[src/rtl/down_timer_pkg.sv]
package down_timer_pkg;

  // word offsets of the register port
  localparam int unsigned OFF_LOAD  = 0;
  localparam int unsigned OFF_VALUE = 1;
  localparam int unsigned OFF_CTRL  = 2;
  localparam int unsigned OFF_CLR   = 3;
  localparam int unsigned OFF_RAW   = 4;
  localparam int unsigned OFF_MASK  = 5;
  localparam int unsigned OFF_BGLD  = 6;

  // control byte field positions (decoded by the datapath strobes)
  localparam int unsigned CB_ONESHOT  = 0;
  localparam int unsigned CB_WIDE     = 1;
  localparam int unsigned CB_PRESC_LO = 2;
  localparam int unsigned CB_IE       = 5;
  localparam int unsigned CB_PERIODIC = 6;
  localparam int unsigned CB_RUN      = 7;
  localparam int unsigned CTRL_W      = 8;

  typedef enum logic [1:0] {
    MODE_FREE     = 2'd0,
    MODE_PERIODIC = 2'd1,
    MODE_ONESHOT  = 2'd2
  } runMode_e;

  // strobes from register control to the counting datapath
  typedef struct packed {
    logic     loadNow;
    logic     prescClr;
    logic     enable;
    logic     wide;
    runMode_e mode;
    logic [1:0] prescSel;
  } tmrCmd_t;

endpackage

[src/rtl/down_timer_ctrl.sv]
module down_timer_ctrl
  import down_timer_pkg::*;
#(
  parameter int DATA_W = 32,
  parameter int ADDR_W = 4,
  parameter logic [7:0] CTRL_RST = 8'h20
) (
  input  logic              clk,
  input  logic              rstN,
  input  logic              wrEn,
  input  logic              rdEn,
  input  logic [ADDR_W-1:0] addr,
  input  logic [DATA_W-1:0] wrData,
  input  logic [DATA_W-1:0] curVal,
  input  logic              expire,
  output tmrCmd_t           cmd,
  output logic [DATA_W-1:0] limitNext,
  output logic [DATA_W-1:0] rdData,
  output logic              irqOut
);

  localparam int PAD_CTRL = DATA_W - CTRL_W;

  logic [CTRL_W-1:0] ctrlReg;
  logic [DATA_W-1:0] limitReg;
  logic              rawFlag;
  logic              wrLoad, wrCtrl, wrClr, wrBg;
  logic              maskedFlag;
  logic [DATA_W-1:0] rdMux;

  assign wrLoad = wrEn && (addr == ADDR_W'(OFF_LOAD));
  assign wrCtrl = wrEn && (addr == ADDR_W'(OFF_CTRL));
  assign wrClr  = wrEn && (addr == ADDR_W'(OFF_CLR));
  assign wrBg   = wrEn && (addr == ADDR_W'(OFF_BGLD));

  always_ff @(posedge clk) begin
    if (!rstN) begin
      ctrlReg  <= CTRL_RST;
      limitReg <= '0;
      rawFlag  <= 1'b0;
    end else begin
      if (wrCtrl) ctrlReg <= wrData[CTRL_W-1:0];
      if (wrLoad || wrBg) limitReg <= wrData;
      if (expire) rawFlag <= 1'b1;
      else if (wrClr) rawFlag <= 1'b0;
    end
  end

  // the value a reload uses this cycle: a fresh load write wins
  assign limitNext = wrLoad ? wrData : limitReg;

  always_comb begin
    cmd.loadNow  = wrLoad;
    cmd.prescClr = wrCtrl;
    cmd.enable   = ctrlReg[CB_RUN];
    cmd.wide     = ctrlReg[CB_WIDE];
    cmd.prescSel = ctrlReg[CB_PRESC_LO +: 2];
    if (ctrlReg[CB_ONESHOT])       cmd.mode = MODE_ONESHOT;
    else if (ctrlReg[CB_PERIODIC]) cmd.mode = MODE_PERIODIC;
    else                           cmd.mode = MODE_FREE;
  end

  assign maskedFlag = rawFlag && ctrlReg[CB_IE];
  assign irqOut     = maskedFlag;

  always_comb begin
    rdMux = '0;
    case (addr)
      ADDR_W'(OFF_LOAD),
      ADDR_W'(OFF_BGLD):  rdMux = limitReg;
      ADDR_W'(OFF_VALUE): rdMux = curVal;
      ADDR_W'(OFF_CTRL):  rdMux = {{PAD_CTRL{1'b0}}, ctrlReg};
      ADDR_W'(OFF_RAW):   rdMux = {{(DATA_W-1){1'b0}}, rawFlag};
      ADDR_W'(OFF_MASK):  rdMux = {{(DATA_W-1){1'b0}}, maskedFlag};
      default:            rdMux = '0;
    endcase
  end

  always_ff @(posedge clk) begin
    if (!rstN) rdData <= '0;
    else if (rdEn) rdData <= rdMux;
  end

  AST_EXPIRE_SETS_FLAG: assert property (@(posedge clk) disable iff (!rstN)
    expire |=> rawFlag);
  AST_CLEAR_DROPS_FLAG: assert property (@(posedge clk) disable iff (!rstN)
    (wrClr && !expire) |=> !rawFlag);
  AST_LIMIT_HELD: assert property (@(posedge clk) disable iff (!rstN)
    !(wrLoad || wrBg) |=> $stable(limitReg));
  AST_CTRL_HELD: assert property (@(posedge clk) disable iff (!rstN)
    !wrCtrl |=> $stable(ctrlReg));
  AST_READ_HOLDS: assert property (@(posedge clk) disable iff (!rstN)
    !rdEn |=> $stable(rdData));

endmodule

[src/rtl/down_timer_dp.sv]
module down_timer_dp
  import down_timer_pkg::*;
#(
  parameter int DATA_W    = 32,
  parameter int NARROW_W  = 16,
  parameter int PRESC_W   = 8,
  parameter int MID_SHIFT = 4
) (
  input  logic              clk,
  input  logic              rstN,
  input  logic              tickEn,
  input  tmrCmd_t           cmd,
  input  logic [DATA_W-1:0] limitNext,
  output logic [DATA_W-1:0] curVal,
  output logic              expire
);

  localparam logic [DATA_W-1:0]  NARROW_MASK = {{(DATA_W-NARROW_W){1'b0}}, {NARROW_W{1'b1}}};
  localparam logic [PRESC_W-1:0] MID_TOP     = PRESC_W'((1 << MID_SHIFT) - 1);
  localparam logic [PRESC_W-1:0] FULL_TOP    = {PRESC_W{1'b1}};

  logic [PRESC_W-1:0] prescCnt;
  logic [PRESC_W-1:0] prescTop;
  logic               step;
  logic [DATA_W-1:0]  cntReg;
  logic [DATA_W-1:0]  widthMask;
  logic [DATA_W-1:0]  maskedCnt;
  logic [DATA_W-1:0]  reloadVal;
  logic               atZero;

  always_comb begin
    case (cmd.prescSel)
      2'd1:    prescTop = MID_TOP;
      2'd2:    prescTop = FULL_TOP;
      default: prescTop = '0;
    endcase
  end

  assign step = cmd.enable && tickEn && (prescCnt == prescTop);

  always_ff @(posedge clk) begin
    if (!rstN) prescCnt <= '0;
    else if (cmd.prescClr) prescCnt <= '0;
    else if (cmd.enable && tickEn) prescCnt <= step ? '0 : prescCnt + PRESC_W'(1);
  end

  assign widthMask = cmd.wide ? {DATA_W{1'b1}} : NARROW_MASK;
  assign maskedCnt = cntReg & widthMask;
  assign atZero    = (maskedCnt == '0);
  assign reloadVal = (cmd.mode == MODE_FREE) ? widthMask : (limitNext & widthMask);

  always_ff @(posedge clk) begin
    if (!rstN) cntReg <= '0;
    else if (cmd.loadNow) cntReg <= reloadVal;
    else if (step) begin
      if (!atZero) cntReg <= maskedCnt - DATA_W'(1);
      else if (cmd.mode != MODE_ONESHOT) cntReg <= reloadVal;
    end
  end

  assign curVal = maskedCnt;
  assign expire = step && !cmd.loadNow && (maskedCnt == DATA_W'(1));

  AST_PRESC_BOUND: assert property (@(posedge clk) disable iff (!rstN)
    prescCnt <= prescTop);
  AST_DEC_BY_ONE: assert property (@(posedge clk) disable iff (!rstN)
    (step && !cmd.loadNow && !atZero) |=> (cntReg == $past(maskedCnt) - DATA_W'(1)));
  AST_FREE_WRAP: assert property (@(posedge clk) disable iff (!rstN)
    (step && !cmd.loadNow && atZero && cmd.mode == MODE_FREE) |=> (cntReg == $past(widthMask)));
  AST_ONESHOT_PARK: assert property (@(posedge clk) disable iff (!rstN)
    (cmd.mode == MODE_ONESHOT && atZero && !cmd.loadNow) |=> $stable(cntReg));
  AST_IDLE_HOLD: assert property (@(posedge clk) disable iff (!rstN)
    (!cmd.enable && !cmd.loadNow) |=> $stable(cntReg));

endmodule

[src/rtl/down_timer.sv]
module down_timer
  import down_timer_pkg::*;
#(
  parameter int DATA_W    = 32,
  parameter int ADDR_W    = 4,
  parameter int NARROW_W  = 16,
  parameter int PRESC_W   = 8,
  parameter int MID_SHIFT = 4
) (
  input  logic              clk,
  input  logic              rstN,
  input  logic              tickEn,
  input  logic              wrEn,
  input  logic              rdEn,
  input  logic [ADDR_W-1:0] addr,
  input  logic [DATA_W-1:0] wrData,
  output logic [DATA_W-1:0] rdData,
  output logic              irqOut
);

  tmrCmd_t           cmd;
  logic [DATA_W-1:0] limitNext;
  logic [DATA_W-1:0] curVal;
  logic              expire;

  down_timer_ctrl #(
    .DATA_W(DATA_W),
    .ADDR_W(ADDR_W)
  ) u_ctrl (
    .clk(clk),
    .rstN(rstN),
    .wrEn(wrEn),
    .rdEn(rdEn),
    .addr(addr),
    .wrData(wrData),
    .curVal(curVal),
    .expire(expire),
    .cmd(cmd),
    .limitNext(limitNext),
    .rdData(rdData),
    .irqOut(irqOut)
  );

  down_timer_dp #(
    .DATA_W(DATA_W),
    .NARROW_W(NARROW_W),
    .PRESC_W(PRESC_W),
    .MID_SHIFT(MID_SHIFT)
  ) u_dp (
    .clk(clk),
    .rstN(rstN),
    .tickEn(tickEn),
    .cmd(cmd),
    .limitNext(limitNext),
    .curVal(curVal),
    .expire(expire)
  );

endmodule

[config.mk]
export PLATFORM = sky130hd
export DESIGN_NAME = down_timer
export DESIGN_NICKNAME = d
export VERILOG_FILES = /design/src/rtl/down_timer_pkg.sv /design/src/rtl/down_timer_ctrl.sv /design/src/rtl/down_timer_dp.sv /design/src/rtl/down_timer.sv
export SDC_FILE = /design/constraint.sdc
export NUM_CORES = 1
export LEC_CHECK = 0
export BUFFER_PORTS_ARGS = -buffer_cell sky130_fd_sc_hd__buf_2
export CAP_MARGIN = 5
export CORE_AREA = 2 2 106 108
export DETAILED_ROUTE_END_ITERATION = 16
export DIE_AREA = 0 0 108 110
export GPL_ROUTABILITY_DRIVEN = 0
export PLACE_DENSITY_LB_ADDON = 0.1
export SLEW_MARGIN = 10
export SYNTH_ARGS = -nofsm -noshare
export SYNTH_HDL_FRONTEND = slang
export SYNTH_HIERARCHICAL = 1
export SYNTH_SLANG_ARGS = --single-unit
[constraint.sdc]
create_clock -name clk -period 5.29 [get_ports clk]
set_clock_uncertainty 0.1 [all_clocks]
set_input_delay 1.058 -clock clk [delete_from_list [all_inputs] [get_ports clk]]
set_output_delay 1.058 -clock clk [all_outputs]
set_load 0.1 [all_outputs]
==> results.yml, run 1 <==
outcome:
  outcome: "finished, final reports clean"
synthesis:
  ys_ff_latch: 113
  synth.avg_cell_area_um2: 8.27
  postSynth.asyncResetShare_pct: 0
  synth_commonest_cells: "nand2_1, dfxtp_1, o21ai_0, nor2_1, a21boi_0"
  post_synth_inst_count: 810
  portion_of_synthesized_cell_area_occupied_by_the_leading_cell_type_pct: 33.8
  synthDistinctLibCells: 73
  ys_warn_count: 6
  synth.net_count: 855
  synth.most_common_cell: "nand2_1"
  netlist_top_cells_area: "dfxtp_1, nand2_1, mux2_4"
  synth_seq_area_share_pct: 33.8
  netlist.top_cell.by_area: "dfxtp_1"
  synth_enable_flop_cells: 0
  synth_top_flop_cell: "dfxtp_1"
  syn_area_um2: 6700
floorplanning:
  floorplan.die_area_um2: 11900
  dieHeight_um: 110
  initial_core_utilization_pct: 62.6
  design.core.area_um2: 10700
  top_level_ports: 74
  die_w_um: 108
  core.rowCount: 38
finish:
  diodes: 0
  finalNetCount: 875
  final_layout_size_suffix_gt1_share_pct: 20.0
  area_growth_syn_to_layout_pct: 10.5
pwr:
  clockPowerShare_pct: 46.6
  p_switching_w: 0.000653
  internal-power_w: 0.00173
  power.share.switching_pct: 27.4
  vdd.ir_drop.worst_mv: 0.201
  comb_power_share_pct: 16.1
  seq_power_share_pct: 37.3
  powerDensity_nw_per_um2: 322
  cellLeakagePower_nw: 3.02
critical_path:
  crit_end: "u_dp/cntReg[5]"
  worst_setup_path_startpoint: "addr[2]"
  timing.critical_path.buf_inv: 4
  critical_path.cell_chain: "buf_2 > nor2_4 > nand2_2 > or3_2 > buf_4 > inv_1 > a31oi_2 > buf_4 > mux2i_1 > nand2_1 > a21oi_1"
  cp_top_family: "buffers and inverters"
  critical_path.most_common_cell: "buf_4"
  max_stage_delay_ns: 0.55
  worst-endpoint-arrival_ns: 3.72
  worst-r2r-cell-count: 8
  critical_path.reg2reg.endpoint: "u_dp/cntReg[26]"
  worstReg2RegStart: "u_dp/cntReg[0]"
  critical_path_depth: 11
  critPathSlowestCell: "a31oi_2"
  worst-r2r-setup-slack_ns: 1.94
  critPathLaunchType: "input pin"
  critPathRequiredTime_ns: 5.65
  crit_fanout: 33
  end_kind: "flop"
  criticalPathCategory: "in2reg"
sta:
  final.setup.worst_slack_ns: 1.93
  hold_ws_ns: 0.348
  max_clk_rate_mhz: 298
  final-setup-viol-count: 0
  final_max_slew_viol_count: 0
  layout_min_cycle_time_ns: 3.36
  timing.final.hold_violations: 0
  rsz0062_at_grt: "no"
  period_share_pct: 63.5
  setup_total_negative_slack_ns: 0
  max_slew.worst_pin.slew_ns: 1.09
  slew-limit-headroom_pct: 27.4
clock_tree:
  ctsLongestPathBuffers: 2
  path_clk_slew_ns: 0.06
  cts_hold_buf: 0
  cts_sinks: 113
  htree_num_levels: 4
  tritoncts: "built"
  cts-root-buf: "clkbuf_8"
  post-cts-setup-buffer-count: 0
  post_cts_resized: 0
  clk_latency_ns: 0.53
  cts_inserted_buffers: 17
detailed_routing:
  drc: 0
  initialDrtViolationCount: 475
  wl_um: 18200
  average_via_count_per_standard_cell: 6.34
  route.antenna.remaining_nets: 0
  dr_total_vias: 6225
  firstDrtPassIters: 6
  detail_route.wl_per_cell_um: 18.5
grt:
  antenna_found_initial: 0
  grt.met2_usage_pct: 50.0
  grt_start_max_net_pins: 48
  gr-total-overflow: 0
  grt_pass1_vias: 5757
  grt_use_met3_pct: 6.58
  grt_pass1_wl_um: 28800
  globalRouteMet1Util_pct: 42.0
  grt_busiest_layer: "met2"
  global_routing_usage_summed_across_all_routing_layers_pct: 31.2
flow_run:
  maxCapViolCount: 0
placed_design:
  post_detailed_placement_half_perimeter_wirelength_um: 12000
  port_buffers: 73
  place_ws_ns: 1.40
min_path:
  hp-class: "reg2reg"
-- cells in the final DEF, fill, tap and decap left out, drive strengths merged, types with 11 or more instances in the layout --
cell / instances
nor2b: 14
nor3: 17
a21boi: 34
buf: 83
nor2: 45
dfxtp: 113
o21ai: 75
a31oi: 13
and2: 17
a22oi: 31
nand3: 16
clkbuf: 26
a21oi: 20
mux2i: 11
mux2: 32
o211ai: 16
nand2: 132
inv: 12
-- power by group through the flow --
| stage | Clock (W) | Combinational, W | Sequential, W |
|---|---|---|---|
| global route | 0.00117 | 0.000411 | 0.000889 |
| detailed placement | 0 | 0.000370 | 0.000904 |
| finish | 0.00111 | 0.000384 | 0.000887 |
| CTS | 0.00112 | 0.000373 | 0.000886 |
| global placement | 0 | 0.000361 | 0.000903 |
| floorplan | 0 | 0.000282 | 0.000899 |
-- sequential cells by signal, indices dropped and copies added (netlist names) --
register         cells
u_ctrl/ctrlReg       8
u_ctrl/limitReg     32
u_ctrl/rawFlag       1
u_ctrl/rdData       32
u_dp/cntReg         32
u_dp/prescCnt        8
-- per-layer routing --
| layer | up-vias | part of all wire [%] |
|---|---|---|
| met3 | 22 | 8.0 |
| met2 | 283 | 46 |
| met5 | - | 0 |
| met4 | 0 | 1.2 |
| met1 | 2958 | 45 |
| li1 | 2962 | - |
-- worst reg2reg max path, cell delays in order (launching register included) --
cell	delay, ns
dfxtp_1	0.39
inv_1	0.13
ha_1	0.21
nor3b_1	0.75
nand4_1	0.54
nor2_1	0.54
mux2i_1	0.26
o21ai_0	0.09
o221a_1	0.22
-- worst min path at each step --
stage,endpoint,slack (ns),depth (start not counted),startpoint
2_1_floorplan,u_ctrl/limitReg[0],0.35,2,u_ctrl/limitReg[0]
3_3_place_gp,u_ctrl/rdData[16],0.33,2,u_ctrl/rdData[16]
3_5_place_dp,u_ctrl/rdData[8],0.34,2,u_ctrl/rdData[8]
4_1_cts,u_ctrl/rdData[8],0.35,2,u_ctrl/rdData[8]
5_1_grt,u_ctrl/rdData[4],0.37,2,u_ctrl/rdData[4]
6_report,u_ctrl/rdData[18],0.35,2,u_ctrl/rdData[18]
-- layout make-up --
type | count | area (µm²)
fill | 889 | 3300
clock buffer | 26 | 498
timing repair buffer | 83 | 440
multi-input combinational | 603 | 3910
tap | 140 | 175
sequential | 113 | 2260
inverter | 12 | 45.0
clock inverter | 5 | 75.1
-- cell families after synthesis --
logic type      share of synthesized area (%)
simple gates                             21.8
xor+xnor                                 1.57
fa+ha+maj                               0.747
flops                                    33.8
mux                                      8.65
buf+inv                                  8.07
compound gates                           25.4
-- stage by stage --
| stage | cell area, µm² | power, W | util (%) | instances |
|---|---|---|---|---|
| 2_1_floorplan | 6700 | 0.00118 | - | 810 |
| 3_3_place_gp | 6830 | 0.00126 | 63.8 | 951 |
| 3_5_place_dp | 6830 | 0.00127 | 63.8 | 951 |
| 4_1_cts | 7400 | 0.00238 | 69.2 | 982 |
| 5_1_grt | 7400 | 0.00246 | 69.2 | 982 |
| 6_report | 7400 | 0.00238 | 69.2 | 982 |
Note: power is estimated with default switching activity, not from simulation.
==> inputs of run 2 (changes only) <==
--- a/config.mk
+++ b/config.mk
@@ -7,9 +7,9 @@
 export LEC_CHECK = 0
 export BUFFER_PORTS_ARGS = -buffer_cell sky130_fd_sc_hd__buf_2
 export CAP_MARGIN = 5
-export CORE_AREA = 2 2 106 108
+export CORE_AREA = 2 2 110 112
 export DETAILED_ROUTE_END_ITERATION = 16
-export DIE_AREA = 0 0 108 110
+export DIE_AREA = 0 0 112 114
 export GPL_ROUTABILITY_DRIVEN = 0
 export PLACE_DENSITY_LB_ADDON = 0.1
 export SLEW_MARGIN = 10
==> constraint.sdc (replaced) <==
create_clock -name clk -period 3.27 [get_ports clk]
set_clock_uncertainty 0.1 [all_clocks]
set_input_delay 0.654 -clock clk [delete_from_list [all_inputs] [get_ports clk]]
set_output_delay 0.654 -clock clk [all_outputs]
set_load 0.1 [all_outputs]
==> run 2 against run 1 <==
Core utilization decreased by 4.0 points. Clock-buffer cell count decreased by 4. Sequential power increased by 61%. Cell count increased by 2.7%. Register-to-register slack got worse by 1.6 ns. Power increased by 74%. Non-clock buffer count increased by 19. Setup slack got worse by 1.6 ns. Design area increased by 3.1%. Combinational power increased by 68%. Critical path depth decreased by 2. First-iteration DRC count increased by 23%. Critical endpoint is now u_dp/cntReg[26]. Highest routed layer unchanged.
==> results.yml, run 2 (synthesis gave the netlist of run 1 again) <==
pwr:
  clockPowerShare_pct: 49.7
  powerDensity_nw_per_um2: 541
  internal-power_w: 0.00304
  cellLeakagePower_nw: 3.14
  comb_power_share_pct: 15.6
  seq_power_share_pct: 34.7
  p_switching_w: 0.00109
  vdd.ir_drop.worst_mv: 0.379
  power.share.switching_pct: 26.4
grt:
  global_routing_usage_summed_across_all_routing_layers_pct: 28.8
  grt_pass1_wl_um: 29700
  grt_start_max_net_pins: 43
  grt_pass1_vias: 5888
  antenna_found_initial: 0
  gr-total-overflow: 0
critical_path:
  critPathLaunchType: "flop"
  cp_top_family: "compound AO/OA/AOI/OAI gates"
  end_kind: "flop"
  critical_path.cell_chain: "inv_1 > ha_1 > or3b_2 > nor3_2 > a31oi_2 > buf_4 > o211ai_1 > o21ai_0 > o221a_1"
  crit_fanout: 22
  critPathSlowestCell: "or3b_2"
  criticalPathCategory: "reg2reg"
  worst-endpoint-arrival_ns: 3.15
  critPathRequiredTime_ns: 3.47
  timing.critical_path.buf_inv: 2
  max_stage_delay_ns: 0.51
sta:
  layout_min_cycle_time_ns: 2.95
  timing.final.hold_violations: 0
  period_share_pct: 90.2
  rsz0062_at_grt: "no"
  final-setup-viol-count: 0
  final_max_slew_viol_count: 0
  max_clk_rate_mhz: 339
  setup_total_negative_slack_ns: 0
  max_slew.worst_pin.slew_ns: 1.12
  slew-limit-headroom_pct: 25.1
clock_tree:
  tritoncts: "built"
  path_clk_slew_ns: 0.05
  ctsLongestPathBuffers: 2
  post_cts_resized: 0
  cts_hold_buf: 0
  cts_sinks: 113
  clk_latency_ns: 0.42
  htree_num_levels: 4
  cts_inserted_buffers: 17
  post-cts-setup-buffer-count: 0
  cts-root-buf: "clkbuf_16"
detailed_routing:
  wl_um: 18300
  route.antenna.remaining_nets: 0
  drc: 0
  route.met2.wl_um: 8330
  dr_total_vias: 6257
  wl_met1_um: 8640
  topRoutingLayerUsed: "met4"
  routed-wl-met3_um: 1070
  detail_route.wl_per_cell_um: 18.1
  initialDrtViolationCount: 583
  firstDrtPassIters: 5
  average_via_count_per_standard_cell: 6.20
finish:
  layout.cells.most_common_list: "nand2_1, dfxtp_1, buf_2"
  largestRegisters: "u_ctrl/limitReg: 32 flops, u_ctrl/rdData: 32 flops, u_dp/cntReg: 32 flops"
  diodes: 0
  final_layout_size_suffix_gt1_share_pct: 22.0
  most_common_cell_after_layout_fill_and_taps_aside: "nand2_1"
  post_route_cell_area_um2: 7630
  area_growth_syn_to_layout_pct: 14.0
  finalNetCount: 894
  nFillCells: 1043
placed_design:
  postPlaceCellArea_um2: 6980
  post_detailed_placement_half_perimeter_wirelength_um: 12300
  port_buffers: 73
outcome:
  outcome: "finished, final reports clean"
flow_run:
  maxCapViolCount: 0
floorplanning:
  core.rowCount: 40
  initial_core_utilization_pct: 57.2
  design.core.area_um2: 11700
  floorplan.die_area_um2: 12800
  top_level_ports: 74
  die_w_um: 112
  dieHeight_um: 114
min_path:
  hp-class: "reg2reg"
run 2: cell types whose count changed in the layout (fill, tap and decap cells not counted), sizes merged:
| cell | before | now |
|---|---|---|
| bufinv | 2 | 5 |
| buf | 83 | 102 |
| clkinvlp | 0 | 2 |
| clkbuf | 26 | 22 |
run 2: metal layers:
metal	vias to the layer above	global-route usage [%]
met4	0	10.0
met1	3024	40.4
met5	-	0
li1	2993	-
met3	22	5.31
met2	218	45.0
run 2: through the flow:
stage	power, W	utilization (%)	hold slack [ns]	setup slack, ns	cells
finish	0.00413	65.2	0.343	0.321	1009
global route	0.00428	65.2	0.365	0.150	1009
CTS	0.00414	65.2	0.350	0.336	1009
detailed placement	0.00209	59.6	0.337	0.362	977
global placement	0.00208	59.6	0.330	0.422	977
floorplan	0.00191	-	0.353	0.430	810
run 2: worst paths after layout:
path / start / cells past startpoint / slack [ns] / endpoint
max: u_dp/cntReg[0] / 9 / 0.32 / u_dp/cntReg[26]
max reg2reg: u_dp/cntReg[0] / 9 / 0.32 / u_dp/cntReg[26]
min reg2reg: u_ctrl/rdData[11] / 2 / 0.34 / u_ctrl/rdData[11]
min: u_ctrl/rdData[11] / 2 / 0.34 / u_ctrl/rdData[11]
run 2: worst register-to-register path: cells and delay by family, from the launching register on:
family	cells	cell delay, ns
adder cells (fa/ha/maj)	1	0.20
flip-flops	1	0.36
buffers and inverters	2	0.47
AO/OA/AOI/OAI	4	0.90
AND/OR/NAND/NOR	2	0.80
run 2: layout make-up:
type	instances	area, µm²	share of cell area [%]
Multi-Input combinational cell	603	3910	51.2
Clock buffer	22	474	6.21
Inverter	12	45.0	0.590
Tap cell	147	184	2.41
Timing Repair Buffer	102	583	7.64
Sequential cell	113	2260	29.6
Clock inverter	10	180	2.36
run 2: power groups by stage:
| stage | sequential, W | clock [W] | combinational [W] |
|---|---|---|---|
| 3_3_place_gp | 0.00146 | 0 | 0.000618 |
| 6_report | 0.00143 | 0.00205 | 0.000647 |
| 5_1_grt | 0.00144 | 0.00214 | 0.000701 |
| 2_1_floorplan | 0.00146 | 0 | 0.000456 |
| 4_1_cts | 0.00143 | 0.00207 | 0.000632 |
| 3_5_place_dp | 0.00146 | 0 | 0.000626 |
